**src/rtl/pause_tx_pkg.sv**
```systemverilog
package pause_tx_pkg;
  localparam int BYTE_W     = 8;
  localparam int ADDR_BYTES = 6;
  localparam int TIME_BYTES = 2;
  localparam int ADDR_W     = ADDR_BYTES * BYTE_W;
  localparam int TIME_W     = TIME_BYTES * BYTE_W;
  // dest + src + type + opcode + time
  localparam int HDR_LEN    = 2 * ADDR_BYTES + 4 + TIME_BYTES;
  localparam int HDR_W      = HDR_LEN * BYTE_W;

  localparam logic [ADDR_W-1:0] CTRL_DEST   = 48'h0180_C200_0001;
  localparam logic [15:0]       CTRL_ETYPE  = 16'h8808;
  localparam logic [15:0]       PAUSE_OPC   = 16'h0001;

  typedef struct packed {
    logic [ADDR_W-1:0] src;
    logic [TIME_W-1:0] quanta;
  } pause_fields_t;
endpackage

```
**src/rtl/pause_req_ctrl.sv**
```systemverilog
module pause_req_ctrl (
  input  logic clk_i,
  input  logic rst_ni,
  input  logic req_a_i,
  input  logic req_b_i,
  input  logic tx_en_i,
  input  logic mac_busy_i,
  input  logic sending_i,
  output logic start_o,
  output logic pend_o
);
  logic pend_q, pend_d, req;

  assign req     = req_a_i | req_b_i;
  assign start_o = pend_q & ~sending_i & ~mac_busy_i & tx_en_i;

  always_comb begin
    if (!tx_en_i) pend_d = 1'b0;
    else          pend_d = (pend_q & ~start_o) | req;
  end

  always_ff @(posedge clk_i or negedge rst_ni) begin
    if (!rst_ni) pend_q <= 1'b0;
    else         pend_q <= pend_d;
  end

  assign pend_o = pend_q;

  AST_DROP_DISABLED: assert property (@(posedge clk_i) disable iff (!rst_ni)
    !tx_en_i |=> !pend_q);
  AST_REQ_LATCHED: assert property (@(posedge clk_i) disable iff (!rst_ni)
    (tx_en_i && (req_a_i || req_b_i)) |=> pend_q);
endmodule

```
**src/rtl/pause_field_snap.sv**
```systemverilog
module pause_field_snap
  import pause_tx_pkg::*;
(
  input  logic              clk_i,
  input  logic              rst_ni,
  input  logic              start_i,
  input  logic [ADDR_W-1:0] src_i,
  input  logic [TIME_W-1:0] quanta_i,
  output pause_fields_t     fields_o
);
  pause_fields_t fields_q;

  always_ff @(posedge clk_i or negedge rst_ni) begin
    if (!rst_ni)      fields_q <= '0;
    else if (start_i) fields_q <= '{src: src_i, quanta: quanta_i};
  end

  assign fields_o = fields_q;
endmodule

```
**src/rtl/pause_frame_seq.sv**
```systemverilog
module pause_frame_seq #(
  parameter int FRAME_LEN = 60,
  localparam int CNT_W    = $clog2(FRAME_LEN)
) (
  input  logic             clk_i,
  input  logic             rst_ni,
  input  logic             start_i,
  output logic             sending_o,
  output logic [CNT_W-1:0] idx_o,
  output logic             valid_o,
  output logic             sof_o,
  output logic             eof_o
);
  localparam logic [CNT_W-1:0] LAST = CNT_W'(FRAME_LEN - 1);

  logic             sending_q;
  logic [CNT_W-1:0] idx_q;
  logic             last;

  assign last = sending_q && (idx_q == LAST);

  always_ff @(posedge clk_i or negedge rst_ni) begin
    if (!rst_ni) begin
      sending_q <= 1'b0;
      idx_q     <= '0;
    end else if (sending_q) begin
      if (last) begin
        sending_q <= 1'b0;
        idx_q     <= '0;
      end else begin
        idx_q <= idx_q + 1'b1;
      end
    end else if (start_i) begin
      sending_q <= 1'b1;
      idx_q     <= '0;
    end
  end

  assign sending_o = sending_q;
  assign idx_o     = idx_q;
  assign valid_o   = sending_q;
  assign sof_o     = sending_q && (idx_q == '0);
  assign eof_o     = last;

  AST_FRAME_CONT: assert property (@(posedge clk_i) disable iff (!rst_ni)
    (valid_o && !eof_o) |=> (valid_o && !sof_o));
  AST_SOF_FROM_IDLE: assert property (@(posedge clk_i) disable iff (!rst_ni)
    sof_o |-> $past(!valid_o));
  AST_GAP_AFTER_EOF: assert property (@(posedge clk_i) disable iff (!rst_ni)
    eof_o |=> !valid_o);
endmodule

```
**src/rtl/pause_byte_gen.sv**
```systemverilog
module pause_byte_gen
  import pause_tx_pkg::*;
#(
  parameter int FRAME_LEN = 60,
  localparam int CNT_W    = $clog2(FRAME_LEN),
  localparam int HDR_IW   = $clog2(HDR_LEN)
) (
  input  logic [CNT_W-1:0]  idx_i,
  input  pause_fields_t     fields_i,
  output logic [BYTE_W-1:0] byte_o
);
  logic [HDR_W-1:0]  hdr;
  logic [BYTE_W-1:0] hdr_bytes [HDR_LEN];

  assign hdr = {CTRL_DEST, fields_i.src, CTRL_ETYPE, PAUSE_OPC, fields_i.quanta};

  for (genvar i = 0; i < HDR_LEN; i++) begin : g_hdr
    assign hdr_bytes[i] = hdr[(HDR_LEN-1-i)*BYTE_W +: BYTE_W];
  end

  // past the header the frame is zero padding
  always_comb begin
    if (idx_i < CNT_W'(HDR_LEN)) byte_o = hdr_bytes[idx_i[HDR_IW-1:0]];
    else                         byte_o = '0;
  end
endmodule

```
**src/rtl/pause_tx_gen.sv**
```systemverilog
module pause_tx_gen
  import pause_tx_pkg::*;
#(
  parameter int FRAME_LEN = 60
) (
  input  logic              clk_i,
  input  logic              rst_ni,
  input  logic              req_a_i,
  input  logic              req_b_i,
  input  logic              tx_en_i,
  input  logic              mac_busy_i,
  input  logic [ADDR_W-1:0] station_addr_i,
  input  logic [TIME_W-1:0] pause_time_i,
  output logic [BYTE_W-1:0] data_o,
  output logic              valid_o,
  output logic              sof_o,
  output logic              eof_o,
  output logic              hold_o
);
  localparam int CNT_W = $clog2(FRAME_LEN);

  logic             start, pend, sending;
  logic [CNT_W-1:0] idx;
  pause_fields_t    fields;

  pause_req_ctrl u_ctrl (
    .clk_i, .rst_ni, .req_a_i, .req_b_i, .tx_en_i, .mac_busy_i,
    .sending_i(sending), .start_o(start), .pend_o(pend)
  );

  pause_field_snap u_snap (
    .clk_i, .rst_ni, .start_i(start),
    .src_i(station_addr_i), .quanta_i(pause_time_i), .fields_o(fields)
  );

  pause_frame_seq #(.FRAME_LEN(FRAME_LEN)) u_seq (
    .clk_i, .rst_ni, .start_i(start), .sending_o(sending), .idx_o(idx),
    .valid_o, .sof_o, .eof_o
  );

  pause_byte_gen #(.FRAME_LEN(FRAME_LEN)) u_bytes (
    .idx_i(idx), .fields_i(fields), .byte_o(data_o)
  );

  assign hold_o = pend | sending;

  AST_HOLD_COVERS: assert property (@(posedge clk_i) disable iff (!rst_ni)
    valid_o |-> hold_o);
  AST_START_IN_GAP: assert property (@(posedge clk_i) disable iff (!rst_ni)
    sof_o |-> $past(!mac_busy_i && tx_en_i));
endmodule

```
**config.mk**
```make
export PLATFORM = sky130hd
export DESIGN_NAME = pause_tx_gen
export DESIGN_NICKNAME = d
export VERILOG_FILES = /design/src/rtl/pause_tx_pkg.sv /design/src/rtl/pause_req_ctrl.sv /design/src/rtl/pause_field_snap.sv /design/src/rtl/pause_frame_seq.sv /design/src/rtl/pause_byte_gen.sv /design/src/rtl/pause_tx_gen.sv
export SDC_FILE = /design/constraint.sdc
export NUM_CORES = 1
export LEC_CHECK = 0
export CAP_MARGIN = 30
export CELL_PAD_IN_SITES_DETAIL_PLACEMENT = 1
export CELL_PAD_IN_SITES_GLOBAL_PLACEMENT = 2
export CORE_ASPECT_RATIO = 0.7
export CORE_MARGIN = 5
export CORE_UTILIZATION = 36
export DETAILED_ROUTE_END_ITERATION = 6
export HOLD_SLACK_MARGIN = 0.05
export PLACE_DENSITY_LB_ADDON = 0.1
export SYNTH_ARGS = -nofsm -noshare
export SYNTH_HDL_FRONTEND = slang
export SYNTH_SLANG_ARGS = --single-unit
```
**constraint.sdc**
```tcl
create_clock -name clk_i -period 5.9 [get_ports clk_i]
set_clock_uncertainty 0.1 [all_clocks]
set_input_delay 1.18 -clock clk_i [delete_from_list [all_inputs] [get_ports clk_i]]
set_output_delay 1.18 -clock clk_i [all_outputs]
set_load 0.05 [all_outputs]
```
Word level (Yosys, flattened, before mapping)
Index checks and enable logic that the tools add are counted.
Cells by class
  multiplexer cells: 11
  eq/ne operators: 1
  add/subtract/negate cells: 1
  order comparisons: 2
  reductions and logical operators: 4
  bitwise gates (word level): 11
Operator list (number)
  8-bit binary-select mux with 5-bit select: 1
  8-bit two-way mux: 3
  6-bit two-way mux: 3
  6-bit by 1-bit adder with 6-bit output, second input constant: 1
  6-bit equality test, second input constant: 1
  6-bit greater-or-equal comparator, second input constant: 1
  6-bit zero test: 1
  6-bit by 5-bit less-than comparator with 1-bit output, second input constant: 1
  5-bit inverter with 6-bit output: 1
  1-bit AND: 4
  1-bit two-way mux: 4
  1-bit inverter: 3
  1-bit bitwise OR: 3
  1-bit logical AND: 2
  2-bit nonzero test: 1
Storage, ports and cells
  register bits: 72
  input bits: 70
  logic and storage cells: 35

Longest topological paths before layout
  word-level depth: 8
  gate-level depth with buffers: 8
  gate-level depth less buffers: 6

Cells and area by module
A second synthesis with hierarchy kept.
Unflattened totals
  cells, all modules: 286
  area, all modules: 3938.8 sq um
By module, submodules not included
  pause_field_snap: instances 1, seq. area each 1601.5 sq um, area each 2678.8 sq um, cells each 135
  pause_byte_gen: instances 1, seq. area each 0.0 sq um, area each 770.7 sq um, cells each 97
  pause_frame_seq: instances 1, seq. area each 175.2 sq um, area each 430.4 sq um, cells each 47
  pause_req_ctrl: instances 1, seq. area each 25.0 sq um, area each 52.6 sq um, cells each 6
  pause_tx_gen: instances 1, seq. area each 0.0 sq um, area each 6.3 sq um, cells each 1

Least setup slack after synthesis
Ideal clock, no wire load.
  kind: register to output
  start point: reg u_seq.idx_q[0] (netlist: u_seq.idx_o[0])
  end point: out sof_o
  setup slack: 1.865 ns
  arrival time: 2.755 ns
  path buffers: 2
  data required time: 4.620 ns
  cell stages (with the launch flop): 7
  cells stage by stage: dfrtp_1 buf_6 buf_8 inv_1 ha_1 nor2b_1 nor4b_1
Between the ends
  longest elaborated chain between the ends: 2
Ends and longest elaborated chain
  from (decl): line pause_frame_seq.sv:17  | logic [CNT_W-1:0] idx_q;
  from (signal assigned): line pause_frame_seq.sv:31  | idx_q <= idx_q + 1'b1;
  6-bit zero test: line pause_frame_seq.sv:42  | assign sof_o = sending_q && (idx_q == '0);
  1-bit logical AND: line pause_frame_seq.sv:42
  to (decl): line pause_tx_gen.sv:16  | output logic sof_o,
Every way passes these cells.

Worst setup path in the final report
  start point: reg u_seq.idx_q[0] (netlist: u_seq.idx_o[0])
  end point: out data_o[3]
Between the ends
  longest elaborated chain between the ends: 5
  elaborated cells on any way between the ends: 6
  those cells by class: order compare (1); mux (4); bitwise (1)
Ends and longest elaborated chain
  5-bit inverter with 6-bit output (not written as such): line pause_byte_gen.sv:23  | if (idx_i < CNT_W'(HDR_LEN)) byte_o = hdr_bytes[idx_i[HDR_IW-1:0]];
  8-bit binary-select mux with 5-bit select: line pause_byte_gen.sv:23
  8-bit two-way mux (not written as such) (2 in series): line pause_byte_gen.sv:23
  8-bit two-way mux *: line pause_byte_gen.sv:23
  to (decl): line pause_tx_gen.sv:14  | output logic [BYTE_W-1:0] data_o,
Every way passes the cells marked *; elsewhere a longest branch is shown, timed or not. The select of a mux whose other input is x is not followed.

==> summary.txt <==
Outcome
  – Status: complete, no violations

Route
  – DR vias: about 2500
  – Via density: 5.16
  – 1st-pass router iterations: 4
  – DRT antenna net count: 0
  – Avg WL per Cell: 18.2 µm
  – Detailed Route Iter0 Violations: 112
  – Number of remaining DRC errors: 0
  – Wirelength, routed: 8620 µm

Floorplan
  – Core area: 9650 µm²
  – Initial Utilization: a little under two fifths
  – Die Y: 93.0 µm
  – Row count: 30
  – Die Width: between 100 and 150 µm
  – # IOs: 82
  – Total die area: 12000 µm²

Setup path
  – Top Family by Delay on Critical Path: buffers and inverters
  – Crit Path Class: reg -> out
  – Critical Path Start Type: flop
  – Required @ worst endpoint: ~4.6 ns
  – Crit-path max cell delay: 0.87 ns
  – CP endpoint kind: primary output
  – Critical path buffers and inverters: 2
  – Worst endpoint data arrival time: 3.18 ns
  – Crit-path cells: buf_4 -> mux2i_1 -> nor4_1 -> a311oi_1 -> a211oi_1 -> clkdlybuf4s50_1
  – Slowest cell on the critical path: clkdlybuf4s50_1
  – Worst-path maximum fanout: 18

Timing
  – Tcrit/Tclk final: 75.6%
  – Final hold violation count: 0
  – Setup_tns: 0 ns
  – F_max: 224 MHz
  – Number of max-slew violations in the final report: 0
  – Slew @ Worst Pin: 0.865 ns
  – Slew headroom: 42.2%
  – Finish-stage setup viols: 0
  – Tmin final: 4.46 ns
  – RSZ-0062 raised after global routing: no

Yosys
  – FF+latch count, synth: between 70 and 80
  – Share of the synthesized area in the top cell type: about half
  – Synth Instances: 265
  – Post-synthesis sequential area ratio: 50.9%
  – Synthesized Nets: 339
  – Synthesized area: 3540 µm²
  – Post-synth EDFFs: 0
  – Post-synth cell types: 47
  – Leading area contributor after synthesis: dfrtp_1
  – Syn. warnings: 0
  – Largest cells by area after synthesis: dfrtp_1 51%, mux2_2 23%, mux2i_1 3.4%
  – Ys async rst share: 100%
  – Main synth FF type: dfrtp_1
  – Syn Area/Cell: 13.4 µm²

GRT
  – Largest net degree at the start of global routing: 73
  – Met1 GRT Util: 22.3%
  – Met3 GRT Util: between 5 and 6%
  – Tot GR Track Use: 15.6%
  – Grt peak-use layer: met2
  – Vias in the first global route: 2665
  – First-pass GRT wire length: 14400 µm
  – Grt ovf: 0
  – Initial antenna violation count: 0
  – M2 GR Usage: 22.7%

CTS
  – Post-CTS sizing: 0
  – Num CTS Buffers: 9
  – Worst-Skew Late Latency: 0.33 ns
  – Clk slew on worst S/H paths: 0.06 ns
  – CTS tree: done
  – Post-CTS Setup Repair Bufs: 0
  – H-tree depth: 3
  – CTS sink count: between 70 and 80
  – Clk buf depth: 2
  – Hold-fix buffer count after cts: 0
  – Clk root buf: clkbuf_16

Power
  – Net switching power: 220 µW
  – Comb power frac: 4.9%
  – Sw Share: 18.0%
  – Internal: about 1000 µW
  – Leak: 0.00215 µW
  – Peak supply drop: approximately 0.13 mV
  – Pwr per Cell Area: roughly 250 nW/µm²
  – Clock share of power: 54.7%
  – Sequential share of power: 40.5%

Finish
  – Fill cell count: 961
  – Area grow syn2layout: 36.1%
  – Nets: 416
  – Ant diodes: 0
  – Register area: 1800 µm²
  – Multi-input logic area: 1610 µm²
  – Layout cells sized above 1: roughly 30%
  – Cell area after layout: 4820 µm²

Placed design
  – Routability cong.: 0.765
  – DP Wirelength: 6100 µm
  – Post-DP Area: 4420 µm²
  – I/O Buffers: between 80 and 90

Run
  – Max-cap violations: 0

Min path
  – Worst Hold Class: reg -> reg
[cells in the final DEF (no fill, tap or decap), types with 3 or more instances in the layout]
| master | count |
|---|---|
| mux4_2 | 3 |
| dfrtp_1 | 72 |
| o21ai_0 | 6 |
| inv_1 | 6 |
| clkdlybuf4s50_1 | 80 |
| mux2i_1 | 12 |
| mux2_2 | 72 |
| ha_1 | 4 |
| buf_4 | 4 |
| nand3_1 | 5 |
| nand2_1 | 6 |
| a221oi_1 | 3 |
| nor2_1 | 5 |
| clkbuf_16 | 9 |
| bufinv_16 | 4 |
| nor2b_1 | 3 |
| a211oi_1 | 6 |
[worst register-to-register path, stage by stage, from the launching register on]
cell,delay (ns)
dfrtp_1,0.83
buf_4,0.40
ha_1,0.28
nand4_1,0.28
nand2_1,0.22
o21ai_0,0.11
[power by group through the flow]
| stage | Combinational [µW] | Clock (µW) | Sequential (µW) |
|---|---|---|---|
| after floorplan | 1.41 | 0 | 504 |
| after global placement | 58.3 | 0 | 504 |
| after detailed placement | 58.3 | 0 | 504 |
| after CTS | 59.0 | 684 | 495 |
| after global routing | 65.2 | 708 | 494 |
| final | 59.6 | 668 | 495 |
[area by class of cell]
| cell class | count | area share (%) |
|---|---|---|
| clock buffers | 10 | 4.96 |
| repair buffers | 85 | 17.8 |
| well taps | 128 | 3.32 |
| flip-flops and latches | 72 | 37.4 |
| inverters | 6 | 0.467 |
| multi-input cells | 168 | 33.4 |
| clock inverters | 6 | 2.70 |
[cell usage after synthesis (2+ instances only)]
cell	instances
a221oi_1	3
buf_2	10
mux2i_1	12
inv_1	6
nand2_1	6
nand3b_1	2
a311o_1	2
a31oi_1	2
dfrtp_1	72
a211oi_1	6
nand2b_1	2
or2_2	2
a21oi_1	2
o22ai_1	2
a32o_1	2
nor4_1	2
ha_1	4
mux4_2	3
nor2_1	6
and3_1	2
nand3_1	5
or3_1	2
clkbuf_1	5
mux2_2	72
nor2b_1	3
mux4_1	2
buf_6	3
o21ai_0	6
[logic make-up after synthesis]
kind of cell / count (synthesis) / share of synthesized area [%]
buffers and inverters: 25 / 3.96
DFF: 72 / 50.9
muxes: 91 / 30.4
adders and majority gates: 4 / 1.41
AOI/OAI and AO/OA: 35 / 7.42
and+or+nand+nor: 37 / 5.69
xor gates and xnor gates: 1 / 0.247
[per-stage QoR]
stage	total power, µW	std cells	worst slack [ns]	utilization [%]	hold WS, ns
after CTS	1240	474	1.38	49.7	0.405
after global placement	562	458	1.82	45.8	0.383
after detailed placement	562	458	1.75	45.8	0.393
after floorplan	505	265	1.86	-	0.372
final	1220	475	1.44	50.0	0.401
after global routing	1270	475	1.21	50.0	0.420
[path summary, 6_finish.rpt]
check                                                     start                              end  slack, ns  cells after the start
worst max register to register       u_seq.idx_o[0]$_DFFE_PN0P_        u_seq.sending_o$_DFF_PN0_       3.54                      5
max in group asynchronous                                rst_ni  u_snap.fields_o[49]$_DFFE_PN0P_       4.66                      2
worst max-delay path                 u_seq.idx_o[0]$_DFFE_PN0P_                        data_o[3]       1.44                      6
worst min-delay path            u_snap.fields_o[57]$_DFFE_PN0P_  u_snap.fields_o[57]$_DFFE_PN0P_       0.40                      1
min in group asynchronous                                rst_ni  u_snap.fields_o[46]$_DFFE_PN0P_       0.77                      2
worst min register to register  u_snap.fields_o[57]$_DFFE_PN0P_  u_snap.fields_o[57]$_DFFE_PN0P_       0.40                      1
[sequential cells by signal, summed over array words and instances (netlist names)]
register         cells
u_ctrl.pend_o        1
u_seq.idx_o          6
u_seq.sending_o      1
u_snap.fields_o     64
[layer usage]
layer | vias up | part of all wire (%) | wire length, µm
li1 | 1144 | - | -
met1 | 1230 | 48 | 4140
met2 | 69 | 44 | 3760
met3 | 9 | 7.0 | 604
met4 | 0 | 1.3 | 114
met5 | - | 0 | 0
No activity file was read; power rests on OpenSTA's default activity.
